**src/rtl/alarm_match_pkg.sv**
```systemverilog
package alarm_match_pkg;
  // Strobes issued by the control toward the datapath
  typedef struct packed {
    logic sample;  // evaluate the compare this cycle
    logic clear;   // flags register is being read
  } amStrobe_t;
endpackage

```
**src/rtl/alarm_match_dp.sv**
```systemverilog
module alarm_match_dp
  import alarm_match_pkg::*;
#(
  parameter int FIELD_W    = 8,
  parameter int NUM_FIELDS = 4
) (
  input  logic                          clk,
  input  logic                          rstN,
  input  amStrobe_t                     strobe,
  input  logic [NUM_FIELDS*FIELD_W-1:0] timeNow,
  input  logic [NUM_FIELDS*FIELD_W-1:0] alarmSet,
  input  logic [NUM_FIELDS-1:0]         rptMask,
  output logic                          alarmFlag
);
  logic [NUM_FIELDS-1:0] fieldEq;
  logic [NUM_FIELDS-1:0] cmpEn;
  logic [NUM_FIELDS-1:0] fieldOk;
  logic                  matchNow;
  logic                  flagQ;

  // A field is compared only if every lower field is also compared,
  // so a mask hole drops everything above it.
  genvar gi;
  generate
    for (gi = 0; gi < NUM_FIELDS; gi++) begin : g_field
      assign fieldEq[gi] = timeNow[gi*FIELD_W +: FIELD_W] == alarmSet[gi*FIELD_W +: FIELD_W];
      if (gi == 0) begin : g_first
        assign cmpEn[gi] = ~rptMask[gi];
      end else begin : g_rest
        assign cmpEn[gi] = cmpEn[gi-1] & ~rptMask[gi];
      end
      assign fieldOk[gi] = ~cmpEn[gi] | fieldEq[gi];
    end
  endgenerate

  assign matchNow = &fieldOk;

  always_ff @(posedge clk or negedge rstN) begin
    if (!rstN) begin
      flagQ <= 1'b0;
    end else if (strobe.sample && matchNow) begin
      flagQ <= 1'b1;
    end else if (strobe.clear) begin
      flagQ <= 1'b0;
    end
  end

  assign alarmFlag = flagQ;

  assert_set_wins_R7 : assert property (@(posedge clk) disable iff (!rstN)
    (strobe.sample && matchNow) |=> alarmFlag);
  assert_rise_on_tick_R2 : assert property (@(posedge clk) disable iff (!rstN)
    $rose(alarmFlag) |-> $past(strobe.sample));
  assert_sticky_R6 : assert property (@(posedge clk) disable iff (!rstN)
    $fell(alarmFlag) |-> $past(strobe.clear));
  assert_all_masked_R3 : assert property (@(posedge clk) disable iff (!rstN)
    (strobe.sample && (&rptMask)) |=> alarmFlag);
endmodule

```
**src/rtl/alarm_match_ctrl.sv**
```systemverilog
module alarm_match_ctrl
  import alarm_match_pkg::*;
(
  input  logic      clk,
  input  logic      rstN,
  input  logic      secTick,
  input  logic      flagsRead,
  input  logic      alarmEn,
  input  logic      backupIrqEn,
  input  logic      onBattery,
  input  logic      freqTestEn,
  input  logic      freqTestClk,
  input  logic      alarmFlag,
  output amStrobe_t strobe,
  output logic      irqOut,
  output logic      irqOe
);
  typedef enum logic [1:0] {PIN_IDLE, PIN_ALARM, PIN_FREQ} pinOwner_e;
  pinOwner_e owner;

  always_comb begin
    strobe.sample = secTick;
    strobe.clear  = flagsRead;
  end

  // Alarm owns the pin whenever enabled; frequency test needs mains power
  always_comb begin
    if (alarmEn && (!onBattery || backupIrqEn)) begin
      owner = PIN_ALARM;
    end else if (!alarmEn && freqTestEn && !onBattery) begin
      owner = PIN_FREQ;
    end else begin
      owner = PIN_IDLE;
    end
  end

  always_comb begin
    unique case (owner)
      PIN_ALARM: begin irqOe = 1'b1; irqOut = alarmFlag;   end
      PIN_FREQ:  begin irqOe = 1'b1; irqOut = freqTestClk; end
      default:   begin irqOe = 1'b0; irqOut = 1'b0;        end
    endcase
  end

  assert_battery_quiet_R9 : assert property (@(posedge clk) disable iff (!rstN)
    (onBattery && !(alarmEn && backupIrqEn)) |-> !irqOe);
  assert_alarm_prevails_R8 : assert property (@(posedge clk) disable iff (!rstN)
    (alarmEn && !onBattery) |-> (irqOe && irqOut == alarmFlag));
endmodule

```
**src/rtl/alarm_match.sv**
```systemverilog
module alarm_match
  import alarm_match_pkg::*;
#(
  parameter int FIELD_W    = 8,
  parameter int NUM_FIELDS = 4
) (
  input  logic                          clk,
  input  logic                          rstN,
  input  logic                          secTick,
  input  logic [NUM_FIELDS*FIELD_W-1:0] timeNow,
  input  logic [NUM_FIELDS*FIELD_W-1:0] alarmSet,
  input  logic [NUM_FIELDS-1:0]         rptMask,
  input  logic                          alarmEn,
  input  logic                          backupIrqEn,
  input  logic                          onBattery,
  input  logic                          flagsRead,
  input  logic                          freqTestEn,
  input  logic                          freqTestClk,
  output logic                          alarmFlag,
  output logic                          irqOut,
  output logic                          irqOe
);
  amStrobe_t strobe;

  alarm_match_ctrl u_ctrl (
    .clk(clk), .rstN(rstN), .secTick(secTick), .flagsRead(flagsRead),
    .alarmEn(alarmEn), .backupIrqEn(backupIrqEn), .onBattery(onBattery),
    .freqTestEn(freqTestEn), .freqTestClk(freqTestClk), .alarmFlag(alarmFlag),
    .strobe(strobe), .irqOut(irqOut), .irqOe(irqOe)
  );

  alarm_match_dp #(.FIELD_W(FIELD_W), .NUM_FIELDS(NUM_FIELDS)) u_dp (
    .clk(clk), .rstN(rstN), .strobe(strobe), .timeNow(timeNow),
    .alarmSet(alarmSet), .rptMask(rptMask), .alarmFlag(alarmFlag)
  );
endmodule

```
**config.mk**
```make
export PLATFORM = sky130hd
export DESIGN_NAME = alarm_match
export DESIGN_NICKNAME = d
export VERILOG_FILES = /design/src/rtl/alarm_match_pkg.sv /design/src/rtl/alarm_match_dp.sv /design/src/rtl/alarm_match_ctrl.sv /design/src/rtl/alarm_match.sv
export SDC_FILE = /design/constraint.sdc
export NUM_CORES = 1
export LEC_CHECK = 0
export BUFFER_PORTS_ARGS = -buffer_cell sky130_fd_sc_hd__buf_2
export CELL_PAD_IN_SITES_DETAIL_PLACEMENT = 0
export CELL_PAD_IN_SITES_GLOBAL_PLACEMENT = 1
export CORE_MARGIN = 2
export CORE_UTILIZATION = 17
export CTS_BUF_LIST = sky130_fd_sc_hd__clkbuf_2 sky130_fd_sc_hd__clkbuf_4 sky130_fd_sc_hd__clkbuf_8
export CTS_CLUSTER_SIZE = 28
export DETAILED_ROUTE_END_ITERATION = 12
export PLACE_DENSITY = 0.91
export SETUP_SLACK_MARGIN = 0.4
export SYNTH_ARGS = -nofsm -noshare
export SYNTH_HDL_FRONTEND = slang
export SYNTH_HIERARCHICAL = 1
export SYNTH_SLANG_ARGS = --single-unit
```
**constraint.sdc**
```tcl
create_clock -name clk -period 2 [get_ports clk]
set_input_delay 0.2 -clock clk [delete_from_list [all_inputs] [get_ports clk]]
set_output_delay 0.2 -clock clk [all_outputs]
set_load 0.005 [all_outputs]
```
**Word level (Yosys, flattened, before mapping)**

Cells that the tools add are included.

- Register bits after elaboration: 1
- Bits of input ports: 77

- Muxes and demuxes: 6
- Reduce and logical (&&, ||, !) cells: 10
- Equality and inequality tests: 6
- Bitwise logic cells: 14

Operators with widths:

| operator | number |
|---|---|
| $eq 8x8->1 | 4 |
| $not 1->1 | 7 |
| $logic_and 1x1->1 | 4 |
| $mux 2 | 2 |
| $or 1x1->1 | 4 |
| $reduce_and 4->1 | 1 |
| $and 1x1->1 | 3 |
| $mux 1 | 3 |
| $eq 2x1->1 const B | 1 |
| $eq 2x2->1 const B | 1 |
| $logic_not 1->1 | 2 |
| $pmux 1 s2 | 1 |
| $reduce_bool 2->1 | 1 |
| $reduce_or 2->1 | 1 |
| $logic_or 1x1->1 | 1 |

**Longest topological paths before layout**

Gate-level depths: netlist of the first run.

- Depth after elaboration: 9
- Depth in mapped cells: 5
- Gate-level depth less buffers: 5

**By module**

Netlist of the first run, hierarchy kept.

Modules (own cells, without submodules):

| module | sequential area each (um^2) | times used | area an instance (um^2) | cells each |
|---|---|---|---|---|
| alarm_match_dp | 25.0 | 1 | 404.1 | 50 |
| alarm_match_ctrl | 0.0 | 1 | 60.1 | 9 |

**Worst setup path after synthesis of the first run**

OpenSTA, ideal clock, no wires.

- Kind: input-to-reg
- Start: input port alarmSet[20]
- End: register u_dp.flagQ (netlist: u_dp/alarmFlag)
- Cell stages on the path: 5
- Path buffers: 0
- Arrival: 1039 ps
- Data required time: 1933 ps
- Setup slack: 894 ps
- Cells stage by stage: xor2_1 nor4_1 a21oi_1 o31ai_1 a32o_1

- Cells in the longest elaborated chain, start to end: 5

RTL lines:

| item | line | source |
|---|---|---|
| from (decl) | alarm_match.sv:11 | `input logic [NUM_FIELDS*FIELD_W-1:0] alarmSet,` |
| $eq 8x8->1 * | alarm_match_dp.sv:26 | `assign fieldEq[gi] = timeNow[gi*FIELD_W +: FIELD_W] == alarmSet[gi*FIELD_W +: FIELD_W];` |
| $or 1x1->1 * | alarm_match_dp.sv:32 | `assign fieldOk[gi] = ~cmpEn[gi] \| fieldEq[gi];` |
| $reduce_and 4->1 * | alarm_match_dp.sv:36 | `assign matchNow = &fieldOk;` |
| $logic_and 1x1->1 * | alarm_match_dp.sv:41 | `end else if (strobe.sample && matchNow) begin` |
| $mux 1 / $reduce_bool 2->1 (equally long branches) | n/a |  |
| to (signal assigned) | alarm_match_dp.sv:40 | `flagQ <= 1'b0;` |
| to (signal assigned) | alarm_match_dp.sv:42 | `flagQ <= 1'b1;` |
| to (signal assigned) | alarm_match_dp.sv:44 | `flagQ <= 1'b0;` |
| to (decl) | alarm_match_dp.sv:19 | `logic flagQ;` |

Every way passes the cells marked *; elsewhere a longest branch is shown, timed or not.
A chain may end at the register's enable or synchronous reset.

**Worst setup path in the final report of the first run**

Ends and elaborated chain as after synthesis.

==> key figures, run 1 <==
Detailed routing
  • Routed via count: 698
  • Wirelength per Cell: 8.96 microns
  • Vias per std cell: 4.18
  • Post-Route WL: 1.50 mm
  • First drt pass iteration count: 3
  • Final ANT Viol Nets: 0
  • # DRC: 0
  • DR iter-0 viols: 12

STA
  • Final setup violation count: 0
  • Setup WS post-layout: 0.688 ns
  • Worst-Margin Slew: 0.273 ns
  • Unrepaired setup endpoints after global routing: false
  • Setup TNS: 0 ns
  • Slew Viols, Final: 0
  • Skew final: 0 ns
  • Headroom to the max-slew limit: 0.816
  • Maximum clock rate: 762 MHz
  • Fin crit period: 1.31 ns
  • Final Hold Fails: 0
  • Tcrit/Tclk final: 0.656

Synth
  • Cell Area, Synth: 464 sq um
  • Post-synth top flop: dfrtp_1
  • Cells after Synth: 59
  • Post-synth cell types: 17
  • Post-synthesis sequential area ratio: 0.0539
  • Syn avg cell area: 7.87 sq um
  • Share of the synthesized area in the top cell type: 0.453
  • Largest cells by area after synthesis: xor2_1 (45%), xnor2_1 (15%), nor4_1 (8.1%)
  • Yosys warning count: 6
  • Net Count, Synth: 136
  • #FFs+latches synth: 1
  • Post-synth top area cell: xor2_1
  • Async S/R FF share, synth: 1.00
  • Post-synth EDFFs: 0

Status
  • Status: finished clean

Die
  • Die width: 56.3 microns
  • Initial core utilization: 0.184
  • Die Ht: 56.3 microns
  • Total core area: 2520 sq um
  • Die Footprint: 3160 sq um
  • Row Count: 18
  • Io pins: 80

Hold path
  • Hold_sp: secTick
  • Tightest Hold Check Type: in -> reg

Final layout
  • Synth-to-Final Area Change: 92.2%
  • Antenna cell count: 0
  • Final Non-Filler Cells: 167
  • # nets final: 216
  • Share of cells above drive strength 1: 0.584
  • Multi-input gate area: 420 sq um
  • Number of flip-flops under the largest register name: 1
  • Core Util, Final: 0.354
  • Fillers: 283
  • Reg area: 25.0 sq um

GRT
  • Pin count of the biggest net entering global routing: 6
  • First-pass GRT wire length: 2.49 mm
  • Vias in the first global route: 718
  • Initial antenna violation count: 0
  • Gr usage total: 0.0917
  • Gr ovfl total: 0

Clock tree
  • Worst-path clk slew: 0 ns
  • Clk Latency, worst-skew pair: 0 ns
  • PostCTS Resize Cnt: 0

Setup path
  • R2R Path Start: u_dp/alarmFlag
  • Crit path launch type: input pin
  • Crit-path max FO: 1
  • WP data required: 1.93 ns
  • Arr. time, crit path: 1.24 ns
  • Critical Path Start: alarmSet[20]
  • CP Capture Type: flip-flop
  • Crit Path Class: in -> reg

Job
  • Number of max-cap violations: 0

Power and ir drop
  • Max VDD drop: 0.000100 V
  • PD cells: 204 nW/um^2
  • P_leak: 0.486 nW

Placement
  • Post-place setup slack: 0.660 ns
  • Placed Cells: 166
  • Port-buffer cells: 79
  • Final Wtd Congestion: 0.693
  • HPWL after detailed placement: 1.50 mm
timing repair:
item	in CTS	in global routing
endpoints found under the hold margin	1	0
hold buffers	1	0
endpoints found under the setup margin	0	0
setup buffers	0	0
per-layer routing:
| layer | global-route usage | part of all wire | up-vias | wire, microns |
|---|---|---|---|---|
| met4 | 0 | 0 | 0 | 0 |
| met1 | 0.0716 | 0.30 | 308 | 444 |
| met3 | 0.0115 | 0.084 | 0 | 125 |
| met5 | 0 | 0 | - | 0 |
| li1 | - | - | 363 | - |
| met2 | 0.229 | 0.62 | 27 | 926 |
metrics by stage:
| step | hold slack [ns] | instance area [sq um] | power, mW |
|---|---|---|---|
| global route | 0.477 | 892 | 0.201 |
| detailed placement | -0.0241 | 882 | 0.183 |
| floorplan | -0.0956 | 464 | 0.0883 |
| CTS | 0.459 | 892 | 0.185 |
| finish | 0.452 | 892 | 0.182 |
| global placement | -0.0238 | 882 | 0.178 |
worst max-delay path: stages:
cell	delay (ns)
buf_2	0.10
xor2_1	0.15
nor4_1	0.27
a21oi_1	0.12
o31ai_1	0.21
a32o_1	0.19
report_power, final:
group | switching, mW | internal, mW | leakage [nW]
logic | 0.0603 | 0.0970 | 0.474
clock network | 0 | 0 | 0
registers | 0.00195 | 0.0226 | 0.0127
total | 0.0623 | 0.120 | 0.486
synth_stat cells, types with 2 or more instances:
library cell   n
xor2_1        24
xnor2_1        8
nor4_1         6
nand2_1        3
nor2_1         3
a21oi_1        2
buf_4          2
nand4_1        2
layout by cell type, fill, tap and decap left out, types with 2 or more instances in the layout:
master | netlist | routed
nor4_1 | 6 | 6
buf_2 | 0 | 79
nand4_1 | 2 | 2
xnor2_1 | 8 | 8
xor2_1 | 24 | 24
nor2_1 | 3 | 3
nand2_1 | 3 | 3
a21oi_1 | 2 | 2
area by class of cell:
type / count / share of cell area
flip-flops and latches: 1 / 0.0281
multi-input cells: 55 / 0.471
inverters: 1 / 0.00421
repair buffers: 80 / 0.454
well taps: 30 / 0.0421
path summary, 6_finish.rpt:
check	slack, ns	endpoint	depth (start not counted)
worst max register to register	1.28	u_dp/alarmFlag	1
worst min-delay path	0.45	u_dp/alarmFlag	2
max in group asynchronous	1.38	u_dp/alarmFlag	2
min in group asynchronous	0.53	u_dp/alarmFlag	2
worst max-delay path	0.69	u_dp/alarmFlag	6
worst min register to register	0.54	u_dp/alarmFlag	1
cells by family (layout without fill, tap and decap cells):
group,after synthesis,after routing,share of synthesized area
flip-flops,1,1,0.0539
XOR/XNOR,32,32,0.604
AO/OA/AOI/OAI,7,7,0.111
buffers and inverters,3,81,0.0404
AND/OR/NAND/NOR,16,16,0.191
No activity file was read; power rests on OpenSTA's default activity.
==> run 2, diff against run 1 <==
Settings changed: ABC_AREA set to 1, CORE_UTILIZATION 17 to 18, PLACE_DENSITY 0.91 to 0.86.
Clock period 2 ns to 1.22 ns, I/O delays scaled along.
==> run 2 against run 1 <==
  * Worst setup slack worse by 0.39 ns
  * Die area up 27%
  * Register-to-register slack worse by 0.81 ns
  * Global-route usage is 0.98 points lower
  * Via count rose by 33%
  * Total power increased by 100%
  * Critical path type unchanged
  * Critical endpoint unchanged
  * Largest cell class unchanged
  * Largest power group unchanged
==> key figures, run 2 <==
STA
  • Final Hold Fails: 0
  • Slew Viols, Final: 0
  • Headroom to the max-slew limit: 0.805
  • Skew final: 0 ns
  • Setup TNS: 0 ns
  • Final setup violation count: 0
  • Worst-Margin Slew: 0.289 ns
  • Worst hold margin: 0.399 ns
  • Fin crit period: 0.925 ns
  • Tcrit/Tclk final: 0.758
  • Unrepaired setup endpoints after global routing: true
  • Maximum clock rate: 1080 MHz

GRT
  • Gr usage total: 0.0819
  • Vias in the first global route: 808
  • Gr ovfl total: 0
  • Pin count of the biggest net entering global routing: 5
  • Initial antenna violation count: 0
  • First-pass GRT wire length: 2.88 mm

Setup path
  • Buf/Inv on CP: 1
  • WP data required: 1.14 ns
  • R2r setup slk: 0.47 ns
  • Crit path launch type: input pin
  • Arr. time, crit path: 0.85 ns
  • Largest delay share family, worst path: simple AND/OR/NAND/NOR gates
  • Top cell by count, worst path: nand2_1
  • Crit-path max FO: 1
  • Crit path cell chain: buf_2 > xnor2_1 > nand2_1 > nor2_1 > nand2_1 > nand2_1 > nand3_2 > o21bai_2
  • CP Capture Type: flip-flop
  • Crit Path Class: in -> reg
  • Crit-path slowest cell: xnor2_1
  • Slowest stage delay, CP: 0.15 ns

Job
  • Number of max-cap violations: 0

Placement
  • Final Wtd Congestion: 0.712
  • HPWL after detailed placement: 1.66 mm
  • Port-buffer cells: 79

Final layout
  • Fillers: 411
  • # nets final: 285
  • Number of flip-flops under the largest register name: 1
  • Most common cell after layout, fill and taps aside: buf_2
  • Most frequent cells in the layout: buf_2 (79), nand2_1 (58), inv_1 (27)
  • Reg area: 25.0 sq um
  • Share of cells above drive strength 1: 0.422
  • Core Util, Final: 0.335
  • Synth-to-Final Area Change: 77.7%
  • Multi-input gate area: 538 sq um
  • Antenna cell count: 0

Synth
  • Net Count, Synth: 205
  • Async S/R FF share, synth: 1.00
  • Top post-synthesis cells by count: nand2_1 (59), inv_1 (27), xnor2_1 (21), nor2_1 (10), nand3_1 (3)
  • Post-synthesis sequential area ratio: 0.0394
  • #FFs+latches synth: 1
  • Syn avg cell area: 4.96 sq um
  • Count leader, synth: nand2_1
  • Cells after Synth: 128
  • Share of the synthesized area in the top cell type: 0.349
  • Post-synth top flop: dfrtp_1
  • Largest cells by area after synthesis: nand2_1 (35%), xnor2_1 (29%), inv_1 (16%)
  • Cell Area, Synth: 634 sq um
  • Yosys warning count: 6
  • Post-synth top area cell: nand2_1
  • Post-synth EDFFs: 0
  • Post-synth cell types: 11

Detailed routing
  • Post-Route WL: 1.74 mm
  • Routed via count: 929
  • Final ANT Viol Nets: 0
  • # DRC: 0
  • First drt pass iteration count: 4
  • Wirelength per Cell: 6.90 microns
  • Vias per std cell: 3.69
  • DR iter-0 viols: 10

Die
  • Row Count: 21
  • Die Ht: 63.4 microns
  • Initial core utilization: 0.189
  • Die width: 63.4 microns
  • Total core area: 3360 sq um
  • Io pins: 80
  • Die Footprint: 4020 sq um

Status
  • Status: finished clean

Clock tree
  • Worst-path clk slew: 0 ns
  • Post-CTS Repair Setup Buffers: 0
  • Clk Latency, worst-skew pair: 0 ns

Hold path
  • Tightest Hold Check Type: in -> reg

Power and ir drop
  • PD cells: 323 nW/um^2
  • Max VDD drop: 0.0000888 V
  • P_leak: 0.725 nW
-- run 2: worst min-delay path: cells and delay by family --
family | cells | cell delay (ns)
AOI/OAI and AO/OA | 1 | 0.06
buffers and inverters | 1 | 0.10
and+or+nand+nor | 1 | 0.07
-- run 2: timing repair --
item,4_1_cts,5_1_grt
hold buffers,1,0
setup endpoints to repair,1,1
pin swaps,6,5
resized for setup,2,5
hold endpoints to repair,1,0
-- run 2: path summary, 6_finish.rpt --
check | from | to | cells after the start
min reg2reg | u_dp/alarmFlag | u_dp/alarmFlag | 3
max in group asynchronous | rstN | u_dp/alarmFlag | 2
min in group asynchronous | rstN | u_dp/alarmFlag | 2
max | alarmSet[12] | u_dp/alarmFlag | 8
min | secTick | u_dp/alarmFlag | 3
max reg2reg | u_dp/alarmFlag | u_dp/alarmFlag | 3
-- run 2: logic make-up after synthesis --
kind of cell / Yosys count / share of synthesized area
flops: 1 / 0.0394
simple gates: 76 / 0.469
compound gates: 1 / 0.0178
xor+xnor: 21 / 0.290
buf+inv: 29 / 0.183
-- run 2: report_power, final --
group	total (mW)	internal [mW]	switching, mW
clock network	0	0	0
registers	0.0396	0.0372	0.00243
logic	0.324	0.190	0.134
total	0.364	0.228	0.136
-- run 2: stage by stage --
step           cell area (sq um)  setup WS [ns]  cells  power [mW]
5_1_grt                     1130          0.190    252       0.408
2_1_floorplan                634          0.477    128       0.189
3_5_place_dp                1070          0.255    251       0.348
6_report                    1130          0.295    252       0.364
4_1_cts                     1090          0.282    252       0.356
3_3_place_gp                1070          0.280    251       0.343
-- run 2: area by class of cell --
| cell class | instances | area share |
|---|---|---|
| Inverter | 27 | 0.0899 |
| Multi-Input combinational cell | 98 | 0.477 |
| Sequential cell | 1 | 0.0222 |
| Timing Repair Buffer | 80 | 0.360 |
| Tap cell | 46 | 0.0511 |
-- run 2: layer usage --
layer | global-route usage | wire length [microns] | up-vias
met5 | 0 | 0 | -
met4 | 0 | 0 | 0
met3 | 0.0179 | 209 | 0
met2 | 0.159 | 842 | 43
met1 | 0.0961 | 686 | 363
li1 | - | - | 523
==> run 3, diff against run 2 <==
Settings changed: CORE_UTILIZATION 18 to 16, PLACE_DENSITY 0.86 to 0.81.
Clock period 1.22 ns to 0.85 ns, I/O delays scaled along.
==> run 3 against run 2 <==
  * Combinational power increased by 48%
  * Via count down 1.1%
  * The flow now finishes with violations (hold timing, setup timing)
  * Worst setup slack worse by 0.32 ns
  * Largest cell class unchanged
  * Total power increased by 47%
  * Largest power group unchanged
  * Utilization is 2.7 points lower
==> key figures, run 3 (same netlist as run 2, synthesis figures left out) <==
GRT
  • First-pass GRT wire length: 2.70 mm
  • Gr ovfl total: 0
  • Initial antenna violation count: 0
  • Gr usage total: 0.0719
  • Pin count of the biggest net entering global routing: 4
  • Vias in the first global route: 776

Final layout
  • # nets final: 285
  • Share of cells above drive strength 1: 0.451
  • Most common cell after layout, fill and taps aside: buf_2
  • Antenna cell count: 0
  • Reg area: 25.0 sq um
  • Most frequent cells in the layout: buf_2 (75), nand2_1 (58), inv_1 (24)
  • Multi-input gate area: 538 sq um
  • Number of flip-flops under the largest register name: 1
  • Synth-to-Final Area Change: 82.1%
  • Fillers: 428

Setup path
  • R2R Path Start: u_dp/alarmFlag
  • Critical Path Start: alarmSet[21]
  • Arr. time, crit path: 0.80 ns
  • Crit-path max FO: 1
  • Crit path launch type: input pin
  • CP Capture Type: flip-flop
  • Crit Path Class: in -> reg
  • WP data required: 0.77 ns

Placement
  • Final Wtd Congestion: 0.706
  • Port-buffer cells: 79
  • Post-place setup slack: -0.0904 ns
  • HPWL after detailed placement: 1.67 mm

STA
  • Headroom to the max-slew limit: 0.831
  • Skew final: 0 ns
  • Maximum clock rate: 1140 MHz
  • Final Hold Fails: 1
  • Worst-Margin Slew: 0.251 ns
  • Slew Viols, Final: 0
  • Unrepaired setup endpoints after global routing: true
  • Final setup violation count: 1
  • Tcrit/Tclk final: 1.03
  • Fin crit period: 0.875 ns
  • Setup WS post-layout: -0.0255 ns
  • Worst hold margin: -0.140 ns

Detailed routing
  • DR iter-0 viols: 12
  • # DRC: 0
  • First drt pass iteration count: 2
  • Vias per std cell: 3.62
  • Routed via count: 919
  • Final ANT Viol Nets: 0
  • Post-Route WL: 1.80 mm
  • Wirelength per Cell: 7.07 microns

Status
  • Status: finished, violations left
  • Violated checks: hold timing, setup timing

Power and ir drop
  • P_leak: 0.721 nW
  • PD cells: 463 nW/um^2
  • Max VDD drop: 0.000118 V

Die
  • Io pins: 80
  • Die width: 67.0 microns
  • Initial core utilization: 0.169
  • Die Ht: 67.0 microns
  • Row Count: 22
  • Die Footprint: 4480 sq um
  • Total core area: 3740 sq um

Clock tree
  • Post-CTS Repair Setup Buffers: 0
  • Clk Latency, worst-skew pair: 0 ns
  • Worst-path clk slew: 0 ns

Hold path
  • Tightest Hold Check Type: in -> async

Job
  • Number of max-cap violations: 0
run 3: final cells by class:
class	instances	area share
repair buffers	80	0.371
inverters	27	0.0899
multi-input cells	98	0.466
flip-flops and latches	1	0.0217
well taps	48	0.0520
run 3: what timing repair did:
item	in CTS	in global routing
setup endpoints to repair	4	4
gates resized for setup	11	6
pin swaps	9	2
endpoints found under the hold margin	1	1
run 3: where the power goes:
group | leakage [nW] | internal (mW) | switching, mW
Clock | 0 | 0 | 0
Sequential | 0.0128 | 0.0534 | 0.00375
Combinational | 0.708 | 0.282 | 0.196
Total | 0.721 | 0.335 | 0.200
run 3: per-stage QoR:
stage | std cells | setup TNS [ns] | utilization | total power [mW] | cell area [sq um]
3_3_place_gp | 254 | -0.0669 | 0.289 | 0.496 | 1080
5_1_grt | 254 | -0.163 | 0.308 | 0.600 | 1150
6_report | 254 | -0.0255 | 0.308 | 0.535 | 1150
4_1_cts | 254 | -0.0650 | 0.301 | 0.527 | 1130
3_5_place_dp | 254 | -0.0904 | 0.289 | 0.501 | 1080
2_1_floorplan | 128 | 0 | - | 0.271 | 634
run 3: worst max-delay path, stage by stage:
cell      delay (ns)
buf_2           0.11
xnor2_2         0.14
nand2_1         0.06
nor2_1          0.10
nand2_1         0.06
nand2_1         0.07
nand3_2         0.08
o21bai_2        0.10
run 3: worst paths after layout:
| check | to | depth (start not counted) | slack (ns) |
|---|---|---|---|
| max | u_dp/alarmFlag | 8 | -0.03 |
| min | u_dp/alarmFlag | 1 | -0.14 |
| max reg2reg | u_dp/alarmFlag | 3 | 0.09 |
| min reg2reg | u_dp/alarmFlag | 3 | 0.61 |
| max in group asynchronous | u_dp/alarmFlag | 1 | 0.91 |
| min in group clk | u_dp/alarmFlag | 3 | 0.36 |
run 3: metal layers:
| layer | global-route usage | share of wire | up-vias |
|---|---|---|---|
| met1 | 0.0803 | 0.37 | 359 |
| li1 | - | - | 523 |
| met2 | 0.146 | 0.53 | 37 |
| met5 | 0 | 0 | - |
| met3 | 0.00676 | 0.10 | 0 |
| met4 | 0.0102 | 0 | 0 |
